==> src/rtl/cmdhd_pkg.sv <==
package cmdhd_pkg;
  localparam int WORD_W = 32;
  localparam int OP_W   = 4;
  localparam int OFF_W  = 22;
  localparam int CNT_W  = 16;
  localparam int CLS_W  = 10;
  localparam int LOCK_W = 8;
  localparam int MSK_W  = 16;

  typedef enum logic [OP_W-1:0] {
    OP_CLASS   = 4'h0,
    OP_SEQ     = 4'h1,
    OP_FIXED   = 4'h2,
    OP_MASKED  = 4'h3,
    OP_INLINE  = 4'h4,
    OP_JUMP    = 4'h5,
    OP_FETCH   = 4'h6,
    OP_STREAM  = 4'h7,
    OP_APP     = 4'h8,
    OP_LOADLEN = 4'h9,
    OP_SEQ_W   = 4'hA,
    OP_FIXED_W = 4'hB,
    OP_FETCH_W = 4'hC,
    OP_RSV_D   = 4'hD,
    OP_EXT     = 4'hE,
    OP_RSV_F   = 4'hF
  } cmd_op_e;

  typedef struct packed {
    logic [CNT_W-1:0]  count;
    logic [OFF_W-1:0]  offset;
    logic [WORD_W-1:0] value;
    logic [MSK_W-1:0]  mask;
    logic [CLS_W-1:0]  cls;
    logic [1:0]        gflags;
    logic [LOCK_W-1:0] lock;
    logic [1:0]        lock_op;
    logic              bad_op;
    logic              bad_ext;
    logic              len_unknown;
    logic              step;
    logic              len_load;
  } hdr_rec_t;
endpackage

==> src/rtl/cmdhd_popcount.sv <==
module cmdhd_popcount #(
  parameter int W = 16,
  localparam int CW = $clog2(W + 1)
) (
  input  logic [W-1:0]  bits,
  output logic [CW-1:0] ones
);
  always_comb begin
    ones = '0;
    for (int i = 0; i < W; i++) begin
      ones = ones + CW'(bits[i]);
    end
  end
endmodule

==> src/rtl/cmdhd_hdr_decode.sv <==
module cmdhd_hdr_decode
  import cmdhd_pkg::*;
(
  input  logic [WORD_W-1:0] word,
  input  logic              len_valid,
  input  logic [CNT_W-1:0]  len_val,
  output hdr_rec_t          rec
);
  localparam int CLSMSK_W = 6;
  localparam int PC6_W    = $clog2(CLSMSK_W + 1);
  localparam int PC16_W   = $clog2(MSK_W + 1);

  logic [PC6_W-1:0]  pc_cls;
  logic [PC16_W-1:0] pc_msk;
  cmd_op_e           op;

  cmdhd_popcount #(.W(CLSMSK_W)) u_pc_cls (.bits(word[CLSMSK_W-1:0]), .ones(pc_cls));
  cmdhd_popcount #(.W(MSK_W))    u_pc_msk (.bits(word[MSK_W-1:0]),    .ones(pc_msk));

  assign op = cmd_op_e'(word[31:28]);

  always_comb begin
    rec = '0;
    case (op)
      OP_CLASS: begin
        rec.cls    = word[15:6];
        rec.offset = OFF_W'(word[27:16]);
        rec.mask   = MSK_W'(word[5:0]);
        rec.count  = CNT_W'(pc_cls);
      end
      OP_SEQ: begin
        rec.offset = OFF_W'(word[27:16]);
        rec.count  = word[15:0];
        rec.step   = 1'b1;
      end
      OP_FIXED: begin
        rec.offset = OFF_W'(word[27:16]);
        rec.count  = word[15:0];
      end
      OP_MASKED: begin
        rec.offset = OFF_W'(word[27:16]);
        rec.mask   = word[15:0];
        rec.count  = CNT_W'(pc_msk);
      end
      OP_INLINE: begin
        rec.offset = OFF_W'(word[27:16]);
        rec.value  = WORD_W'(word[15:0]);
      end
      OP_JUMP: rec.value = {word[27:0], 4'h0};
      OP_FETCH: begin
        rec.offset = OFF_W'(word[27:16]);
        rec.gflags = word[15:14];
        rec.value  = WORD_W'(word[13:0]);
        rec.count  = CNT_W'(1);
      end
      OP_STREAM:  rec.value = WORD_W'(word[21:0]);
      OP_APP:     rec.value = WORD_W'(word[7:0]);
      OP_LOADLEN: begin
        rec.value    = WORD_W'(word[15:0]);
        rec.len_load = 1'b1;
      end
      OP_SEQ_W, OP_FIXED_W: begin
        rec.offset      = word[OFF_W-1:0];
        rec.count       = len_valid ? len_val : '0;
        rec.len_unknown = ~len_valid;
        rec.step        = (op == OP_SEQ_W);
      end
      OP_FETCH_W: begin
        rec.value = WORD_W'(word[13:0]);
        rec.count = CNT_W'(2);
      end
      OP_EXT: begin
        case (word[27:24])
          4'h0: begin
            rec.lock    = word[7:0];
            rec.lock_op = 2'b01;
          end
          4'h1: begin
            rec.lock    = word[7:0];
            rec.lock_op = 2'b10;
          end
          default: rec.bad_ext = 1'b1;
        endcase
      end
      default: rec.bad_op = 1'b1;
    endcase
  end
endmodule

==> src/rtl/cmdhd_seq.sv <==
module cmdhd_seq
  import cmdhd_pkg::*;
(
  input  logic             clk,
  input  logic             rst_n,
  input  logic             fire,
  input  hdr_rec_t         rec,
  output logic             hdr_phase,
  output logic [OFF_W-1:0] data_off,
  output logic             data_last,
  output logic             len_valid,
  output logic [CNT_W-1:0] len_val
);
  logic [CNT_W-1:0] rem_q, rem_d;
  logic [OFF_W-1:0] off_q, off_d;
  logic             step_q, step_d;
  logic [CNT_W-1:0] len_q, len_d;
  logic             lv_q, lv_d;

  assign hdr_phase = (rem_q == '0);
  assign data_last = (rem_q == CNT_W'(1));
  assign data_off  = off_q;
  assign len_valid = lv_q;
  assign len_val   = len_q;

  always_comb begin
    rem_d  = rem_q;
    off_d  = off_q;
    step_d = step_q;
    len_d  = len_q;
    lv_d   = lv_q;
    if (fire) begin
      if (hdr_phase) begin
        rem_d  = rec.count;
        off_d  = rec.offset;
        step_d = rec.step;
        if (rec.len_load) begin
          len_d = rec.value[CNT_W-1:0];
          lv_d  = 1'b1;
        end
      end else begin
        rem_d = rem_q - CNT_W'(1);
        if (step_q) off_d = off_q + OFF_W'(1);
      end
    end
  end

  always_ff @(posedge clk or negedge rst_n) begin
    if (!rst_n) begin
      rem_q  <= '0;
      off_q  <= '0;
      step_q <= 1'b0;
      len_q  <= '0;
      lv_q   <= 1'b0;
    end else if (fire) begin
      rem_q  <= rem_d;
      off_q  <= off_d;
      step_q <= step_d;
      len_q  <= len_d;
      lv_q   <= lv_d;
    end
  end
endmodule

==> src/rtl/cmdhd_decoder.sv <==
module cmdhd_decoder
  import cmdhd_pkg::*;
(
  input  logic              clk,
  input  logic              rst_n,
  input  logic              in_valid,
  output logic              in_ready,
  input  logic [WORD_W-1:0] in_word,
  input  logic              out_ready,
  output logic              out_valid,
  output logic [WORD_W-1:0] out_word,
  output logic              out_is_hdr,
  output logic              out_is_data,
  output logic              out_last,
  output logic [OP_W-1:0]   out_opcode,
  output logic [CNT_W-1:0]  out_count,
  output logic [OFF_W-1:0]  out_offset,
  output logic [WORD_W-1:0] out_value,
  output logic [MSK_W-1:0]  out_mask,
  output logic [CLS_W-1:0]  out_class,
  output logic [1:0]        out_gflags,
  output logic [LOCK_W-1:0] out_lock,
  output logic [1:0]        out_lock_op,
  output logic              out_bad_op,
  output logic              out_bad_ext,
  output logic              out_len_unknown
);
  logic             fire;
  logic             hdr_phase;
  logic [OFF_W-1:0] data_off;
  logic             data_last;
  logic             len_valid;
  logic [CNT_W-1:0] len_val;
  hdr_rec_t         dec_rec;

  hdr_rec_t          rec_d, rec_q;
  logic              hdr_d, hdr_q, last_d, last_q;
  logic [OP_W-1:0]   op_d, op_q;
  logic [WORD_W-1:0] word_q;
  logic              valid_d, valid_q;

  assign in_ready = ~valid_q | out_ready;
  assign fire     = in_valid & in_ready;

  cmdhd_hdr_decode u_dec (
    .word      (in_word),
    .len_valid (len_valid),
    .len_val   (len_val),
    .rec       (dec_rec)
  );

  cmdhd_seq u_seq (
    .clk       (clk),
    .rst_n     (rst_n),
    .fire      (fire),
    .rec       (dec_rec),
    .hdr_phase (hdr_phase),
    .data_off  (data_off),
    .data_last (data_last),
    .len_valid (len_valid),
    .len_val   (len_val)
  );

  always_comb begin
    if (hdr_phase) begin
      rec_d  = dec_rec;
      hdr_d  = 1'b1;
      last_d = 1'b0;
      op_d   = in_word[31:28];
    end else begin
      rec_d        = '0;
      rec_d.offset = data_off;
      hdr_d        = 1'b0;
      last_d       = data_last;
      op_d         = '0;
    end
    if (fire)           valid_d = 1'b1;
    else if (out_ready) valid_d = 1'b0;
    else                valid_d = valid_q;
  end

  always_ff @(posedge clk or negedge rst_n) begin
    if (!rst_n) valid_q <= 1'b0;
    else        valid_q <= valid_d;
  end

  always_ff @(posedge clk or negedge rst_n) begin
    if (!rst_n) begin
      rec_q  <= '0;
      hdr_q  <= 1'b0;
      last_q <= 1'b0;
      op_q   <= '0;
      word_q <= '0;
    end else if (fire) begin
      rec_q  <= rec_d;
      hdr_q  <= hdr_d;
      last_q <= last_d;
      op_q   <= op_d;
      word_q <= in_word;
    end
  end

  assign out_valid       = valid_q;
  assign out_word        = word_q;
  assign out_is_hdr      = hdr_q;
  assign out_is_data     = ~hdr_q & valid_q;
  assign out_last        = last_q;
  assign out_opcode      = op_q;
  assign out_count       = rec_q.count;
  assign out_offset      = rec_q.offset;
  assign out_value       = rec_q.value;
  assign out_mask        = rec_q.mask;
  assign out_class       = rec_q.cls;
  assign out_gflags      = rec_q.gflags;
  assign out_lock        = rec_q.lock;
  assign out_lock_op     = rec_q.lock_op;
  assign out_bad_op      = rec_q.bad_op;
  assign out_bad_ext     = rec_q.bad_ext;
  assign out_len_unknown = rec_q.len_unknown;
endmodule

==> config.mk <==
export PLATFORM = sky130hd
export DESIGN_NAME = cmdhd_decoder
export DESIGN_NICKNAME = d
export VERILOG_FILES = /design/src/rtl/cmdhd_pkg.sv /design/src/rtl/cmdhd_popcount.sv /design/src/rtl/cmdhd_hdr_decode.sv /design/src/rtl/cmdhd_seq.sv /design/src/rtl/cmdhd_decoder.sv
export SDC_FILE = /design/constraint.sdc
export NUM_CORES = 1
export LEC_CHECK = 0
export BUFFER_PORTS_ARGS = -buffer_cell sky130_fd_sc_hd__buf_2
export CORE_UTILIZATION = 30
export DETAILED_ROUTE_END_ITERATION = 12
export PLACE_DENSITY = 0.56
export SKIP_CTS_REPAIR_TIMING = 1
export SYNTH_ARGS = -nofsm -noshare
export SYNTH_HDL_FRONTEND = slang
export SYNTH_SLANG_ARGS = --single-unit
==> constraint.sdc <==
create_clock -name clk -period 1.8 [get_ports clk]
set_input_delay 0.45 -clock clk [delete_from_list [all_inputs] [get_ports clk]]
set_output_delay 0.45 -clock clk [all_outputs]
set_load 0.01 [all_outputs]
==> results_dict.tcl, run 1 <==
set metrics [dict create \
    rows 65 \
    clock-sinks 206 \
    root_buffer "clkbuf_16" \
    yosys_warnings 0 \
    cap_violations 0 \
    fill_cells 2907 \
    stdcell_count 1881 \
    dr_total_vias 9759 \
    grt_max_degree 71 \
    core_area_sq_mm 0.0318 \
    synth_ff_type "dfrtp_1" \
    cp-end-kind "flop" \
    synth_common_cells "nand2_1 (234), dfrtp_1 (206), o21ai_0 (109)" \
    clk_pin_slew_ns 0.06 \
    grt_pass1_vias 9119 \
    num_antenna_cells 0 \
    hold_viol 0 \
    crit_top_cell "fa_1" \
    syn-num-nets 1092 \
    yosysMostFrequentCell "nand2_1" \
    ioPinCount 188 \
    wire_per_inst_um 20.9 \
    grt.total_usage 0.218 \
    area_growth_pct 59.7 \
    fin_crit_sh 2.09 \
    critPathTopFamily "adder cells" \
    drt_iter0_markers 620 \
    setup.worst_path.start_class "input port" \
    drive_gt1_frac 0.476 \
    required_ns 2.21 \
    period_needed_ns 3.75 \
    htree_levels 1 \
    gp_congestion 0.897 \
    setup_viol 171 \
    drt-pass1-iter-count 6 \
    yosys-top-cells-area "dfrtp_1 (53%), nand2_1 (9.0%), o21ai_0 (5.6%), a22o_1 (3.2%), fa_1 (2.5%)" \
    regArea_sq_mm 0.00516 \
    ir_drop_v 0.000745 \
    wirelength_um 39300 \
    grt_first_pass_wirelength_um 55400 \
    dp.cells 1780 \
    port_buffers 187 \
    cellPowerDensity_mw_per_mm2 1050 \
    fmax_mhz 266 \
    die_w_um 183 \
    critPathMaxStageDelay_ns 0.61 \
    path_buf_inv 3 \
    avgSynthCellArea_sq_um 9.45 \
    synth_top_area_cell "dfrtp_1" \
    async_flop_share 1.00 \
    drv_slew 0 \
    finalWorstSetupSlack_ns -1.95 \
    maxSlewHeadroom 0.477 \
    crit_path_top_delay_cell "fa_2" \
    synth_cell_types 60 \
    ys_ff_latch 206 \
    synth_cells 1035 \
    tightest_slew_ns 0.782 \
    die_y_um 183 \
    post-route-drc-count 0 \
    rsz0062_at_grt "true" \
    clock_latency_ns 0.55 \
    criticalPathCategory "in -> reg" \
    grt-ovfl-total 0 \
    multiInputGateArea_sq_mm 0.00534 \
    synth_top_area_frac 0.527 \
    outcome "finished, violations left" \
    initial_core_util 0.308 \
    holdWs_ns 0.192 \
    cts_tree "done" \
    synth_area_sq_mm 0.00978 \
    viasPerCell 5.19 \
    cts_max_path_buffers 3 \
    fin_nets 1486 \
    cp_max_fo 2 \
    antenna_found_initial 0 \
    cts_buffers 25 \
    ant_nets 0 \
    total_power_mw 16.3 \
    ys_seq_area_frac 0.527 \
    setup_tns_ns -38.99 \
    violations "negative setup slack" \
    finClkSkew_ns 0.0282 \
    hpwl_um 26300 \
    critPathArrivalTime_ns 4.16 \
    crit_path_cell_trace "buf_12, inv_4, fa_1, fa_1, fa_2, fa_1, inv_2, ha_4, fa_2, a222oi_1, nor3_1, o21bai_1, o311ai_2" \
    die-area_sq_mm 0.0333 \
    synth_edf_count 0 \
    holdCritPathClass "in -> reg" \
    leakage_nw 7.48 \
]
path summary, 6_finish.rpt:
| path | depth (start not counted) | slack (ns) | from | end |
|---|---|---|---|---|
| worst max-delay path | 13 | -1.95 | in_word[13] | u_seq.rem_q[1] |
| worst min-delay path | 2 | 0.19 | in_valid | out_valid |
| worst max register to register | 10 | -0.26 | u_seq.rem_q[8] | u_seq.data_off[8] |
| worst min register to register | 2 | 0.47 | out_word[2] | out_word[2] |
| max in group asynchronous | 3 | 0.71 | rst_n | out_offset[0] |
| min in group asynchronous | 2 | 0.38 | rst_n | out_value[15] |
report_power, final:
| part | switching, mW | internal, mW |
|---|---|---|
| clock | 2.05 | 3.22 |
| sequential | 0.541 | 5.27 |
| combinational | 2.71 | 2.56 |
| total | 5.31 | 11.0 |
cells in the final DEF, fill, tap and decap left out, types with 10 or more instances in the layout:
master	Yosys	routed
buf_12	0	30
buf_4	3	165
o21ai_1	3	36
inv_1	35	29
nor3_1	19	12
dfrtp_1	206	205
nand3_2	0	13
o21ai_2	0	68
a31oi_1	12	11
clkbuf_16	0	34
nand2_4	0	14
nor2_1	37	31
a21oi_1	40	28
buf_6	0	42
a22o_1	36	36
nand3_1	30	13
fa_1	12	10
a22oi_1	23	23
nand4_1	12	12
nand2_1	234	204
a221o_1	10	10
a21oi_2	0	11
nand2_2	0	14
buf_2	4	179
flip-flops by register name, indices dropped and copies added, names as in the netlist, 4 cells and up:
| register | cells |
|---|---|
| out_count | 16 |
| out_offset | 22 |
| out_class | 10 |
| out_opcode | 4 |
| u_seq.data_off | 22 |
| out_value | 32 |
| out_word | 32 |
| u_seq.len_val | 16 |
| out_mask | 16 |
| u_seq.rem_q | 16 |
| out_lock | 8 |
layout make-up:
class	count	area share
Clock buffer	35	0.0463
Tap cell	435	0.0348
Timing Repair Buffer	436	0.230
Multi-Input combinational cell	725	0.342
Sequential cell	206	0.330
Inverter	35	0.00889
Clock inverter	9	0.00833
layer usage:
| layer | part of all wire | up-vias | GRT usage |
|---|---|---|---|
| met3 | 0.077 | 63 | 0.0541 |
| met5 | 0 | - | 0 |
| met1 | 0.45 | 4842 | 0.310 |
| met4 | 0.028 | 0 | 0.0551 |
| li1 | - | 4460 | - |
| met2 | 0.45 | 394 | 0.330 |
metrics by stage:
step	setup WS, ns	instance area [sq um]	util
floorplan	-2.09	9990	-
global placement	-2.37	12800	0.404
CTS	-1.87	13700	0.430
global route	-2.10	15600	0.491
detailed placement	-2.42	12800	0.404
finish	-1.95	15600	0.491
logic make-up after synthesis:
kind of cell / synth area share
buffers and inverters: 0.0416
DFF: 0.527
adders and majority gates: 0.0361
xor gates and xnor gates: 0.00985
AOI/OAI and AO/OA: 0.182
and+or+nand+nor: 0.195
muxes: 0.00921
worst register-to-register path, stage by stage, from the launching register on:
cell	delay, ns
dfrtp_1	0.41
nor4_4	0.28
buf_4	0.20
buf_6	0.10
nand4_1	0.09
buf_6	0.16
buf_8	0.14
a221o_1	0.30
buf_4	0.15
nand2_2	0.06
a2bb2oi_2	0.05
Power figures use the tool's default switching activity.
==> run 2: changes to the inputs <==
--- a/config.mk
+++ b/config.mk
@@ -5,6 +5,7 @@
 export SDC_FILE = /design/constraint.sdc
 export NUM_CORES = 1
 export LEC_CHECK = 0
+export ABC_AREA = 1
 export BUFFER_PORTS_ARGS = -buffer_cell sky130_fd_sc_hd__buf_2
 export CORE_UTILIZATION = 30
 export DETAILED_ROUTE_END_ITERATION = 12
==> constraint.sdc (replaced) <==
create_clock -name clk -period 1.8 [get_ports clk]
set_input_delay 0.45 -clock clk [delete_from_list [all_inputs] [get_ports clk]]
set_output_delay 0.45 -clock clk [all_outputs]
set_load 0.05 [all_outputs]
==> run 2 against run 1 <==
The run still ends with negative setup slack left. Clock power decreased by 3%. Clock skew is essentially flat. Critical endpoint is now u_seq.rem_q[4]. Design area fell by 11%. Sequential power is 5.7% lower. First-iteration DRC count increased by 17%. Die area up 4.1%. Register-to-register slack gained 0.20 ns. Combinational power decreased by 18%. Highest routed layer unchanged. Synthesized cell count is 25% higher.
==> results_dict.tcl, run 2 <==
set metrics [dict create \
    critPathMaxStageDelay_ns 0.58 \
    worstHoldPathCells 2 \
    place_area_sq_mm 0.0127 \
    crit_path_cell_trace "buf_2, inv_2, fa_1, fa_1, fa_1, fa_1, inv_2, ha_4, fa_2, nand2_2, inv_2, o211ai_1, nand3_1, nand3_1, o21ai_1" \
    leakage_nw 7.60 \
    cp_max_fo 2 \
    setup.worst_path.start_class "input port" \
    r2r_slack_ns -0.06 \
    die-area_sq_mm 0.0347 \
    dr_total_vias 9922 \
    cts_buffers 25 \
    die_w_um 186 \
    fin_crit_sh 1.87 \
    hold_viol 0 \
    fmax_mhz 297 \
    yosysMostFrequentCell "nand2_1" \
    path_buf_inv 4 \
    fin_nets 1675 \
    reg2reg_depth 7 \
    synth_top_area_frac 0.506 \
    synth_adder_area_share 0.0346 \
    rows 67 \
    ir_drop_v 0.000629 \
    final_common_cell "nand2_1" \
    ys_seq_area_frac 0.506 \
    wire_per_inst_um 17.1 \
    grt.total_usage 0.203 \
    holdCritStartpoint "in_word[24]" \
    syn-num-nets 1354 \
    maxSlewHeadroom 0.690 \
    clock_latency_ns 0.53 \
    setup_viol 16 \
    finalWorstSetupSlack_ns -1.57 \
    fill_cells 3400 \
    cts_max_path_buffers 3 \
    die_y_um 186 \
    multiInputGateArea_sq_mm 0.00468 \
    outcome "finished, violations left" \
    synth_edf_count 0 \
    violations "negative setup slack" \
    critPathArrivalTime_ns 3.78 \
    drv_slew 0 \
    ioPinCount 188 \
    clk_pin_slew_ns 0.06 \
    grt-ovfl-total 0 \
    ys_ff_latch 206 \
    async_flop_share 1.00 \
    synth_cell_types 39 \
    yosys-top-cells-area "dfrtp_1 (51%), nand2_1 (20%), o21ai_0 (5.1%), nand3_1 (3.6%), inv_1 (3.5%)" \
    wirelength_um 35700 \
    port_buffers 187 \
    grt_first_pass_wirelength_um 55300 \
    root_buffer "clkbuf_16" \
    finClkSkew_ns 0.0280 \
    drt-pass1-iter-count 5 \
    ant_nets 0 \
    drt_iter0_markers 723 \
    htree_levels 1 \
    cellPowerDensity_mw_per_mm2 1070 \
    synth_cells 1297 \
    crit_path_top_delay_cell "fa_1" \
    regArea_sq_mm 0.00516 \
    gp_congestion 0.909 \
    grt_max_degree 73 \
    antenna_found_initial 2 \
    synth_top_family_by_area "simple AND/OR/NAND/NOR gates" \
    layout_common_cells "nand2_1 (533), dfrtp_1 (205), buf_2 (182)" \
    criticalPathCategory "in -> reg" \
    hold_end "out_lock_op[0]" \
    synthMuxAreaShare 0 \
    synth_common_cells "nand2_1 (547), dfrtp_1 (206), o21ai_0 (104)" \
    yosys_warnings 0 \
    synth_xor_area_frac 0.00773 \
    synth_top_area_cell "dfrtp_1" \
    cp-end-kind "flop" \
    required_ns 2.21 \
    holdCritPathClass "in -> reg" \
    area_growth_pct 37.1 \
    reg2reg_to "u_seq.rem_q[10]" \
    synth_compound_area_frac 0.0939 \
    period_needed_ns 3.37 \
    avgSynthCellArea_sq_um 7.86 \
    core_area_sq_mm 0.0334 \
    viasPerCell 4.76 \
    post-route-drc-count 0 \
    cts_tree "done" \
    cap_violations 0 \
    critPathTopFamily "adder cells" \
    rsz0062_at_grt "true" \
    hpwl_um 27000 \
    synth_area_sq_mm 0.0102 \
    drive_gt1_frac 0.294 \
    clock-sinks 206 \
    crit_top_cell "fa_1" \
    synth_ff_type "dfrtp_1" \
    grt_pass1_vias 9651 \
    initial_core_util 0.305 \
    fin_area_sq_mm 0.0140 \
    synth_simple_gate_area_frac 0.297 \
    post-place-ws_ns -2.14 \
    rr_startpoint "u_seq.rem_q[15]" \
    tightest_slew_ns 0.464 \
]
run 2: cell types whose count changed in the layout (fill, tap and decap cells not counted), moves of 19 or more:
cell | before | now
o21ai_2 | 68 | 6
buf_4 | 165 | 127
a22o_1 | 36 | 6
nor2_1 | 31 | 61
nand3_1 | 13 | 64
o21ai_0 | 6 | 71
a22oi_1 | 23 | 3
buf_12 | 30 | 11
buf_6 | 42 | 14
inv_1 | 29 | 83
nand2_1 | 204 | 533
run 2: logic make-up after synthesis:
family / count (synthesis)
buffers and inverters: 153
adders and majority gates: 21
DFF: 206
xor gates and xnor gates: 9
AOI/OAI and AO/OA: 171
and+or+nand+nor: 737
run 2: power breakdown:
part	internal, mW	total (mW)	switching (mW)	leakage [nW]
registers	5.10	5.48	0.378	2.74
clock network	3.15	5.13	1.99	0.421
logic	1.60	4.31	2.70	4.44
run 2: area by class of cell:
class / count / area share
tap: 448 / 0.0401
clock buffer: 36 / 0.0534
antenna: 2 / 0.000358
sequential: 206 / 0.369
clock inverter: 8 / 0.00671
inverter: 109 / 0.0312
multi-input combinational: 938 / 0.335
timing repair buffer: 338 / 0.164
run 2: per-layer routing:
layer / wire (um) / vias up / global-route usage
met5: 0 / - / 0
met4: 1060 / 0 / 0.0623
met3: 1880 / 61 / 0.0278
met2: 16400 / 296 / 0.329
met1: 16300 / 4790 / 0.281
li1: - / 4775 / -
run 2: how the worst max path moves through the flow:
stage | start | cells after the start | to | slack [ns]
finish | in_word[13] | 15 | u_seq.rem_q[4] | -1.57
global placement | in_word[5] | 15 | u_seq.rem_q[4] | -2.09
floorplan | in_word[5] | 14 | u_seq.rem_q[4] | -1.79
detailed placement | in_word[5] | 15 | u_seq.rem_q[4] | -2.14
global route | in_word[0] | 16 | u_seq.rem_q[2] | -1.69
CTS | in_word[5] | 15 | u_seq.rem_q[4] | -1.59
run 2: through the flow:
step           TNS [ns]  std cells  hold slack (ns)   util  power (mW)
2_1_floorplan    -16.31       1297            0.154      -        7.99
3_3_place_gp     -23.50       2022            0.413  0.378        9.45
3_5_place_dp     -23.47       2022            0.417  0.378        9.50
4_1_cts          -20.17       2066           -0.140  0.404        14.7
5_1_grt          -16.31       2085            0.168  0.418        15.7
6_report         -13.88       2085            0.156  0.418        14.9
